<file path="src/rtl/memerr_pkg.sv">
package memerr_pkg;
  localparam int STAT_W  = 10;
  localparam int REG_W   = 32;
  localparam int OFS_W   = 3;

  localparam int B_ECC0  = 0;
  localparam int B_ECC1  = 1;
  localparam int B_ECCN  = 2;
  localparam int B_REGN  = 3;
  localparam int B_PAR0  = 8;
  localparam int B_PARN  = 9;

  localparam logic [STAT_W-1:0] STAT_IMPL =
    (STAT_W'(1) << B_ECC0) | (STAT_W'(1) << B_ECC1) | (STAT_W'(1) << B_ECCN) |
    (STAT_W'(1) << B_REGN) | (STAT_W'(1) << B_PAR0) | (STAT_W'(1) << B_PARN);

  typedef enum logic [OFS_W-1:0] {
    OFS_STATUS    = 3'd0,
    OFS_ECC0_ADDR = 3'd1,
    OFS_ECC0_INFO = 3'd2,
    OFS_ECC1_ADDR = 3'd3,
    OFS_ECC1_INFO = 3'd4,
    OFS_PAR_ADDR  = 3'd5,
    OFS_PAR_LANES = 3'd6,
    OFS_SPARE     = 3'd7
  } reg_ofs_e;
endpackage

</file>
<file path="src/rtl/memerr_ecc_alloc.sv">
// Chooses the ECC capture slot from the two fill bits.
module memerr_ecc_alloc (
  input  logic       fault,
  input  logic [1:0] filled,
  output logic [1:0] load,
  output logic       overflow
);
  always_comb begin
    load     = 2'b00;
    overflow = 1'b0;
    if (fault) begin
      if (!filled[0])      load[0]  = 1'b1;
      else if (!filled[1]) load[1]  = 1'b1;
      else                 overflow = 1'b1;
    end
  end
endmodule

</file>
<file path="src/rtl/memerr_capture_reg.sv">
// Holds a fault record; loads only when told to.
module memerr_capture_reg #(
  parameter int W = 8
) (
  input  logic         clk,
  input  logic         rst_n,
  input  logic         load,
  input  logic [W-1:0] d,
  output logic [W-1:0] q
);
  always_ff @(posedge clk) begin
    if (!rst_n)    q <= '0;
    else if (load) q <= d;
  end
endmodule

</file>
<file path="src/rtl/memerr_status_reg.sv">
// Sticky event bits: hardware set beats software clear.
module memerr_status_reg #(
  parameter int              W    = 10,
  parameter logic [W-1:0]    IMPL = '1
) (
  input  logic         clk,
  input  logic         rst_n,
  input  logic [W-1:0] set,
  input  logic [W-1:0] clr,
  output logic [W-1:0] q
);
  for (genvar b = 0; b < W; b++) begin : g_bit
    if (IMPL[b]) begin : g_live
      logic bit_q;
      always_ff @(posedge clk) begin
        if (!rst_n) bit_q <= 1'b0;
        else        bit_q <= set[b] | (bit_q & ~clr[b]);
      end
      assign q[b] = bit_q;
    end else begin : g_rsvd
      assign q[b] = 1'b0;
    end
  end
endmodule

</file>
<file path="src/rtl/memerr_reg_read.sv">
// Registered read mux for the software port.
module memerr_reg_read
  import memerr_pkg::*;
#(
  parameter int ADDR_W = 32,
  parameter int SYN_W  = 8,
  parameter int LANE_W = 8
) (
  input  logic                 clk,
  input  logic                 rst_n,
  input  logic                 rd_en,
  input  logic [OFS_W-1:0]     ofs,
  input  logic [STAT_W-1:0]    status,
  input  logic [ADDR_W-1:0]    ecc_addr [2],
  input  logic [SYN_W-1:0]     ecc_syn  [2],
  input  logic                 ecc_wr   [2],
  input  logic [ADDR_W-1:0]    par_addr,
  input  logic [LANE_W-1:0]    par_lanes,
  output logic                 rd_valid,
  output logic [REG_W-1:0]     rd_data
);
  logic [REG_W-1:0] mux;
  logic [REG_W-1:0] info [2];

  for (genvar s = 0; s < 2; s++) begin : g_info
    always_comb begin
      info[s] = '0;
      info[s][SYN_W-1:0] = ecc_syn[s];
      info[s][REG_W-1]   = ecc_wr[s];
    end
  end

  always_comb begin
    mux = '0;
    case (reg_ofs_e'(ofs))
      OFS_STATUS:    mux = REG_W'(status);
      OFS_ECC0_ADDR: mux = REG_W'(ecc_addr[0]);
      OFS_ECC0_INFO: mux = info[0];
      OFS_ECC1_ADDR: mux = REG_W'(ecc_addr[1]);
      OFS_ECC1_INFO: mux = info[1];
      OFS_PAR_ADDR:  mux = REG_W'(par_addr);
      OFS_PAR_LANES: mux = REG_W'(par_lanes);
      default:       mux = '0;
    endcase
  end

  always_ff @(posedge clk) begin
    if (!rst_n) begin
      rd_valid <= 1'b0;
      rd_data  <= '0;
    end else begin
      rd_valid <= rd_en;
      if (rd_en) rd_data <= mux;
    end
  end
endmodule

</file>
<file path="src/rtl/memerr_status_unit.sv">
module memerr_status_unit
  import memerr_pkg::*;
#(
  parameter int ADDR_W = 32,
  parameter int SYN_W  = 8,
  parameter int LANE_W = 8
) (
  input  logic              clk,
  input  logic              rst_n,
  input  logic              ecc_err_valid,
  input  logic [ADDR_W-1:0] ecc_err_addr,
  input  logic [SYN_W-1:0]  ecc_err_syndrome,
  input  logic              ecc_err_is_write,
  input  logic              par_err_valid,
  input  logic [ADDR_W-1:0] par_err_addr,
  input  logic [LANE_W-1:0] par_err_lanes,
  input  logic              region_err_valid,
  input  logic [1:0]        region_err_src,
  input  logic              reg_wr_en,
  input  logic              reg_rd_en,
  input  logic [2:0]        reg_addr,
  input  logic [31:0]       reg_wr_data,
  output logic              reg_rd_valid,
  output logic [31:0]       reg_rd_data,
  output logic              irq
);
  localparam int ECC_LOG_W = ADDR_W + SYN_W + 1;
  localparam int PAR_LOG_W = ADDR_W + LANE_W;

  logic [STAT_W-1:0]    stat_q, stat_set, stat_clr;
  logic [1:0]           ecc_load;
  logic                 ecc_ovf;
  logic                 par_load;
  logic [ECC_LOG_W-1:0] ecc_rec;
  logic [ECC_LOG_W-1:0] ecc_log_q [2];
  logic [PAR_LOG_W-1:0] par_log_q;
  logic [ADDR_W-1:0]    ecc_addr_v [2];
  logic [SYN_W-1:0]     ecc_syn_v  [2];
  logic                 ecc_wr_v   [2];
  logic                 region_hit;

  assign ecc_rec = {ecc_err_is_write, ecc_err_syndrome, ecc_err_addr};

  memerr_ecc_alloc u_alloc (
    .fault    (ecc_err_valid),
    .filled   (stat_q[B_ECC1:B_ECC0]),
    .load     (ecc_load),
    .overflow (ecc_ovf)
  );

  for (genvar s = 0; s < 2; s++) begin : g_ecc_slot
    memerr_capture_reg #(.W(ECC_LOG_W)) u_log (
      .clk (clk), .rst_n (rst_n), .load (ecc_load[s]),
      .d   (ecc_rec), .q (ecc_log_q[s])
    );
    assign ecc_addr_v[s] = ecc_log_q[s][ADDR_W-1:0];
    assign ecc_syn_v[s]  = ecc_log_q[s][ADDR_W +: SYN_W];
    assign ecc_wr_v[s]   = ecc_log_q[s][ECC_LOG_W-1];
  end

  assign par_load = par_err_valid & ~stat_q[B_PAR0];

  memerr_capture_reg #(.W(PAR_LOG_W)) u_par_log (
    .clk (clk), .rst_n (rst_n), .load (par_load),
    .d   ({par_err_lanes, par_err_addr}), .q (par_log_q)
  );

  assign region_hit = region_err_valid & region_err_src[1];

  always_comb begin
    stat_set         = '0;
    stat_set[B_ECC0] = ecc_load[0];
    stat_set[B_ECC1] = ecc_load[1];
    stat_set[B_ECCN] = ecc_ovf;
    stat_set[B_REGN] = region_hit;
    stat_set[B_PAR0] = par_load;
    stat_set[B_PARN] = par_err_valid & stat_q[B_PAR0];
  end

  assign stat_clr = (reg_wr_en && reg_addr == OFS_STATUS) ?
                    (reg_wr_data[STAT_W-1:0] & STAT_IMPL) : '0;

  memerr_status_reg #(.W(STAT_W), .IMPL(STAT_IMPL)) u_status (
    .clk (clk), .rst_n (rst_n), .set (stat_set), .clr (stat_clr), .q (stat_q)
  );

  memerr_reg_read #(.ADDR_W(ADDR_W), .SYN_W(SYN_W), .LANE_W(LANE_W)) u_read (
    .clk       (clk),
    .rst_n     (rst_n),
    .rd_en     (reg_rd_en),
    .ofs       (reg_addr),
    .status    (stat_q),
    .ecc_addr  (ecc_addr_v),
    .ecc_syn   (ecc_syn_v),
    .ecc_wr    (ecc_wr_v),
    .par_addr  (par_log_q[ADDR_W-1:0]),
    .par_lanes (par_log_q[PAR_LOG_W-1:ADDR_W]),
    .rd_valid  (reg_rd_valid),
    .rd_data   (reg_rd_data)
  );

  assign irq = |stat_q;
endmodule

</file>
<file path="config.mk">
export PLATFORM = sky130hd
export DESIGN_NAME = memerr_status_unit
export DESIGN_NICKNAME = d
export VERILOG_FILES = /design/src/rtl/memerr_pkg.sv /design/src/rtl/memerr_ecc_alloc.sv /design/src/rtl/memerr_capture_reg.sv /design/src/rtl/memerr_status_reg.sv /design/src/rtl/memerr_reg_read.sv /design/src/rtl/memerr_status_unit.sv
export SDC_FILE = /design/constraint.sdc
export NUM_CORES = 1
export LEC_CHECK = 0
export CAP_MARGIN = 10
export CORE_UTILIZATION = 50
export DETAILED_ROUTE_END_ITERATION = 10
export HOLD_SLACK_MARGIN = 0.05
export PLACE_DENSITY = 0.89
export SYNTH_ARGS = -nofsm -noshare
export SYNTH_HDL_FRONTEND = slang
export SYNTH_SLANG_ARGS = --single-unit
</file>
<file path="constraint.sdc">
create_clock -name clk -period 1.93 [get_ports clk]
set_clock_uncertainty 0.15 [all_clocks]
set_input_delay 0.2895 -clock clk [delete_from_list [all_inputs] [get_ports clk]]
set_output_delay 0.2895 -clock clk [all_outputs]
set_load 0.01 [all_outputs]
</file>
==> flow_summary.ini, run 1 <==
[status]
status = complete, no violations

[detailed_routing]
dr.pass1.iters = 7
wire_per_inst_um = 16.5
postRouteAntennaNets = 0
drc = 0
vias = 6151
initialDrtViolationCount = 405
routed_wl_um = 18300
vias_per_cell = 5.55

[floorplan]
fp.dieW_um = 119
pin_count = 159
core_um2 = 13300
die-area_um2 = 14200
num_rows = 42
die_h_um = 119
start_util_pct = 51.6

[cts]
numCtsBuffers = 17
hold_buffers = 0
clk_pin_slew_ns = 0.06
clk_latency_ns = 0.43
cts.sinks = 161
htreeDepth = 4
cts_tree = done
post-cts-setup-buffers = 0
cts.path.max_buffers = 2
cts-root-buf = clkbuf_16

[yosys]
synth_flop_cell = dfxtp_1
synth_edf_count = 0
synth.net_count = 920
yosysSeqAreaShare_pct = 47.0
syn_avg_cell_area_um2 = 8.63
yosysTopAreaCell = dfxtp_1
async_flop_share_pct = 0
yosysWarningCount = 0
synth_area_leaders = dfxtp_1 47%, nand2_1 14%, a21boi_0 11%, mux2i_1 4.4%, a22oi_1 3.4%
ys_types = 39
synth_area_um2 = 6860
synth-seq-cells = 161
synth_top_area_share_pct = 47.0
syn_inst = 795

[finish]
post-route-util_pct = 68.7
drive_gt1_share_pct = 9.98
nets = 1045
fillCellCount = 981
stdcell_area_um2 = 9130
area_growth_pct = 33.1
n_antenna_cell = 0

[place]
place_area_um2 = 8510
portBuffers = 131
dpl_worst_slack_ns = -0.136
place_hpwl_um = 12400
gp_congestion = 0.888

[timing]
maxSlewViolCount = 0
setup_slack_ns = 0.0869
period_share_pct = 95.5
slew_headroom_pct = 64.5
finalSetupViolations = 0
tightest_slew_ns = 0.532
hold_ws_ns = 0.139
hold_violations = 0
fmax_mhz = 543
min_period_ns = 1.84
rsz0062_at_grt = false

[pwr]
p_per_area_nw_per_um2 = 880
p_leak_nw = 3.36
vdd_drop_max_v = 0.000678

[critical_path]
worstPathArrival_ns = 1.40
required_ns = 1.49
worstSetupPathType = reg2out
cp-start-kind = register
end_kind = primary output
critPathMaxFanout = 3
r2r_cells = 6

[global_routing]
grt_pass1_vias = 5912
grt_use_total_pct = 26.7
grt_pass1_wl_um = 29500
antenna_found_initial = 0
met1_usage_pct = 34.1
grt_max_degree = 120
grt_use_met2_pct = 43.4
grt.busiest_layer = met2
globalRouteMet3Util_pct = 5.36
grt-ovfl-total = 0

[worst_hold_path]
hold_path.class = in2reg
hold_path_depth = 3

[job]
maxCapViolCount = 0
==> layer usage <==
layer	wire (um)	part of all wire (%)
met3	1260	6.9
met1	7820	43
met2	8730	48
met5	0	0
met4	487	2.7
==> state kept, by name, indices dropped and copies added, names as in the netlist <==
signal and flops:
u_par_log.q 40, u_read.rd_data 32, u_read.rd_valid 1, g_ecc_slot.u_log.q 82, u_status.g_bit.g_live.bit_q 6
==> what timing repair did <==
action	4_1_cts	5_1_grt
pin swaps	0	1
resized for setup	2	1
endpoints found under the setup margin	1	1
==> final cells by class <==
class	count	area [um2]	area share [%]
Clock inverter	11	161	1.77
Clock buffer	20	457	5.00
Inverter	1	3.75	0.0411
Multi-Input combinational cell	569	3390	37.1
Tap cell	176	220	2.41
Sequential cell	161	3220	35.3
Timing Repair Buffer	170	1680	18.4
==> Yosys cell counts (all sizes together) (3+ instances only) <==
master and instances:
buf 29, a31oi 3, mux2 10, and2b 3
nand2 259, o2bb2ai 22, o21ai 8, nand2b 5
a221oi 6, a21boi 122, nor2 8, clkbuf 35
o22ai 3, nor2b 31, a22o 5, a22oi 31
dfxtp 161, mux2i 30
==> worst max-delay path, cell delays in order (launching register included) <==
cell and delay, ns:
dfxtp_1 0.34, nor4_2 0.27, nand2_1 0.09, dlygate4sd2_1 0.29
==> cells by family after synthesis <==
family                 after synthesis  synth area share (%)
and+or+nand+nor                    317                  19.3
AOI/OAI and AO/OA                  212                  23.5
muxes                               40                  6.02
buffers and inverters               65                  4.23
DFF                                161                  47.0
==> metrics by stage <==
step	setup TNS, ns	instances	power [mW]
2_1_floorplan	0	795	4.10
3_3_place_gp	-0.566	1077	4.55
3_5_place_dp	-1.33	1077	4.57
4_1_cts	0	1108	8.06
5_1_grt	0	1108	8.31
6_report	0	1108	8.04
==> cell usage in the layout, fill, tap and decap left out, types with 2 or more instances in the layout <==
master           synthesis  routed
dfxtp_1                161     160
a311oi_1                 2       2
a211oi_1                 2       2
mux2i_1                 30      30
o21a_1                   2       2
a22oi_1                 31      31
clkbuf_16                0      17
nor2b_4                  0       2
o21ai_0                  8       8
buf_12                   0       7
o22ai_1                  3       3
nand2_1                259     259
bufinv_16                0       4
a21boi_1                18      18
a22o_1                   5       5
and2b_1                  3       3
mux2_2                   9       9
and2_1                   2       2
buf_4                    4      33
a31oi_1                  3       3
a21boi_0               104     104
nand2b_2                 0       2
clkbuf_8                 0       2
buf_2                   25       2
clkdlybuf4s50_1          0     127
o2bb2ai_1               22      22
nor3_1                   2       2
nand3_1                  2       2
a221oi_1                 5       5
nor2b_1                 31      28
nand2b_1                 5       3
clkinv_2                 0       5
nor2_1                   8       7
==> path summary, 6_finish.rpt <==
path,startpoint,to,slack [ns]
worst max-delay path,u_status.g_bit[9].g_live.bit_q,irq,0.09
worst min-delay path,rst_n,u_status.g_bit[0].g_live.bit_q,0.14
worst max register to register,u_status.g_bit[0].g_live.bit_q,g_ecc_slot[1].u_log.q[2],0.24
worst min register to register,g_ecc_slot[1].u_log.q[36],g_ecc_slot[1].u_log.q[36],0.31
==> power by group <==
group	total, mW	switching, mW	internal [mW]
clock network	3.52	1.30	2.21
registers	3.58	0.0968	3.48
logic	0.943	0.461	0.481
total	8.04	1.86	6.17
Power figures use the tool's default switching activity.
==> run 2, diff against run 1 <==
- CORE_UTILIZATION: 50 -> 56
- DONT_BUFFER_PORTS: not set -> 1
- PLACE_DENSITY: 0.89 -> 0.8
==> run 2 against run 1 <==
  * Hold slack got worse by 0.063 ns
  * Routed wire length up 21%
  * Sequential power about the same
  * Global-route usage up 7.6 points
  * Utilization grew 8.4 points
  * Cell count decreased by 3.4%
  * Clock-buffer cell count increased by 3
  * Die area is 11% lower
  * Critical endpoint is now g_ecc_slot[1].u_log.q[19]
  * Via count rose by 6.2%
  * Sequential cell count unchanged
==> flow_summary.ini, run 2 (synthesis gave the netlist of run 1 again) <==
[status]
status = complete, no violations

[global_routing]
grt-ovfl-total = 0
grt_pass1_wl_um = 33400
antenna_found_initial = 1
grt_use_total_pct = 34.4
grt_pass1_vias = 6629
grt_max_degree = 110

[critical_path]
worstPathArrival_ns = 2.08
required_ns = 2.09
critPathMaxStageDelay_ns = 0.57
end_kind = register
cp-start-kind = register
critPathMaxFanout = 17
worstSetupPathType = reg2reg
path_cells = nand2_2 -> or2_2 -> buf_12 -> nand2_1 -> a21boi_0 -> dlygate4sd3_1
cp_slowest_cell = dlygate4sd3_1
crit_family = buffers and inverters
crit_buf_inv = 2

[finish]
layout_commonest_cell = nand2_1
nets = 1034
area_growth_pct = 34.5
layout_common_cells = 258 x nand2_1, 158 x dfxtp_1, 137 x dlygate4sd3_1, 100 x a21boi_0, 31 x a22oi_1
reg_top3 = g_ecc_slot.u_log.q x82, u_par_log.q x40, u_read.rd_data x32
final_cells = 1070
largest-register = g_ecc_slot.u_log.q
largest_reg_flops = 82
drive_gt1_share_pct = 8.35

[timing]
setup_slack_ns = 0.0119
maxSlewViolCount = 0
fmax_mhz = 521
setup-tns-final_ns = 0
min_period_ns = 1.92
tightest_slew_ns = 0.934
hold_violations = 0
finalSetupViolations = 0
period_share_pct = 99.4
slew_headroom_pct = 37.5

[job]
maxCapViolCount = 0

[pwr]
p_per_area_nw_per_um2 = 930
power_mw = 8.58
vdd_drop_max_v = 0.000643
p_leak_nw = 3.53

[cts]
numCtsBuffers = 17
cts_tree = done
cts-root-buf = clkbuf_16
clk_latency_ns = 0.43
cts.path.max_buffers = 2
cts.sinks = 161
htreeDepth = 4
clk_pin_slew_ns = 0.06

[detailed_routing]
initialDrtViolationCount = 598
maxUsedRoutingLayer = met4
vias_per_cell = 6.10
wl_met2_um = 11000
postRouteAntennaNets = 0
dr.pass1.iters = 5
wl_met3_um = 1970
drc = 0
vias = 6532
wl_met1_um = 8410
wire_per_inst_um = 20.8
routed_wl_um = 22200

[place]
gp_congestion = 0.837
dpl.cell_count = 893
dpl_worst_slack_ns = 0.436
place_hpwl_um = 11100
portBuffers = 0

[floorplan]
core_um2 = 12000
start_util_pct = 57.4
die_h_um = 113
num_rows = 40
die-area_um2 = 12700
fp.dieW_um = 113
pin_count = 159

[worst_hold_path]
hold_path.class = in2reg
==> run 2: cell types whose count changed in the layout (fill, tap and decap cells not counted), moves of 3 or more <==
cell             previous run  this run
a21boi_0                  104       100
a21boi_1                   18        21
buf_4                      33        11
bufinv_16                   4         7
clkbuf_16                  17        20
clkbuf_8                    2         5
clkdlybuf4s50_1           127         0
clkinv_2                    5         1
dlygate4sd3_1               0       137
==> run 2: final cells by class <==
class                           instances  area [um2]
Timing Repair Buffer                  159        1690
Clock inverter                          9         223
Tap cell                              147         184
Antenna cell                            1        2.50
Sequential cell                       161        3230
Fill cell                             750        2730
Multi-Input combinational cell        569        3400
Inverter                                1        3.75
Clock buffer                           23         498
==> run 2: power by group <==
group          internal, mW  switching [mW]
combinational         0.467           0.458
sequential             3.48           0.104
clock                  2.73            1.34
==> run 2: worst paths after layout <==
check	slack, ns	cells past startpoint	start	endpoint
max	0.01	6	u_status.g_bit[0].g_live.bit_q	g_ecc_slot[1].u_log.q[19]
min	0.08	3	reg_addr[0]	u_read.rd_data[31]
max reg2reg	0.01	6	u_status.g_bit[0].g_live.bit_q	g_ecc_slot[1].u_log.q[19]
min reg2reg	0.31	2	g_ecc_slot[1].u_log.q[31]	g_ecc_slot[1].u_log.q[31]
==> run 2: stage by stage <==
step / area (um2) / hold WS (ns) / util [%]
finish: 9230 / 0.0755 / 77.1
global route: 9230 / 0.0575 / 77.1
CTS: 9080 / 0.0529 / 75.9
detailed placement: 6960 / 0.254 / 58.2
global placement: 6960 / 0.250 / 58.2
floorplan: 6860 / 0.247 / -
==> run 2: tightest hold or removal path, stage by stage <==
cell and delay, ns:
mux2i_1 0.06, nor3_1 0.14, a211o_1 0.12
==> run 2: repair_timing <==
action                                 in CTS  in global routing
setup endpoints to repair                   0                 29
resized for setup                           0                 19
hold buffers                              138                  0
buffers inserted                            0                  3
endpoints found under the hold margin     159                  0
==> run 2: metal layers <==
metal  vias to the layer above  global-route usage (%)
li1                       2935                       -
met1                      3134                    39.9
met2                       367                    58.7
met3                        96                    8.36
met4                         0                    18.4
met5                         -                       0
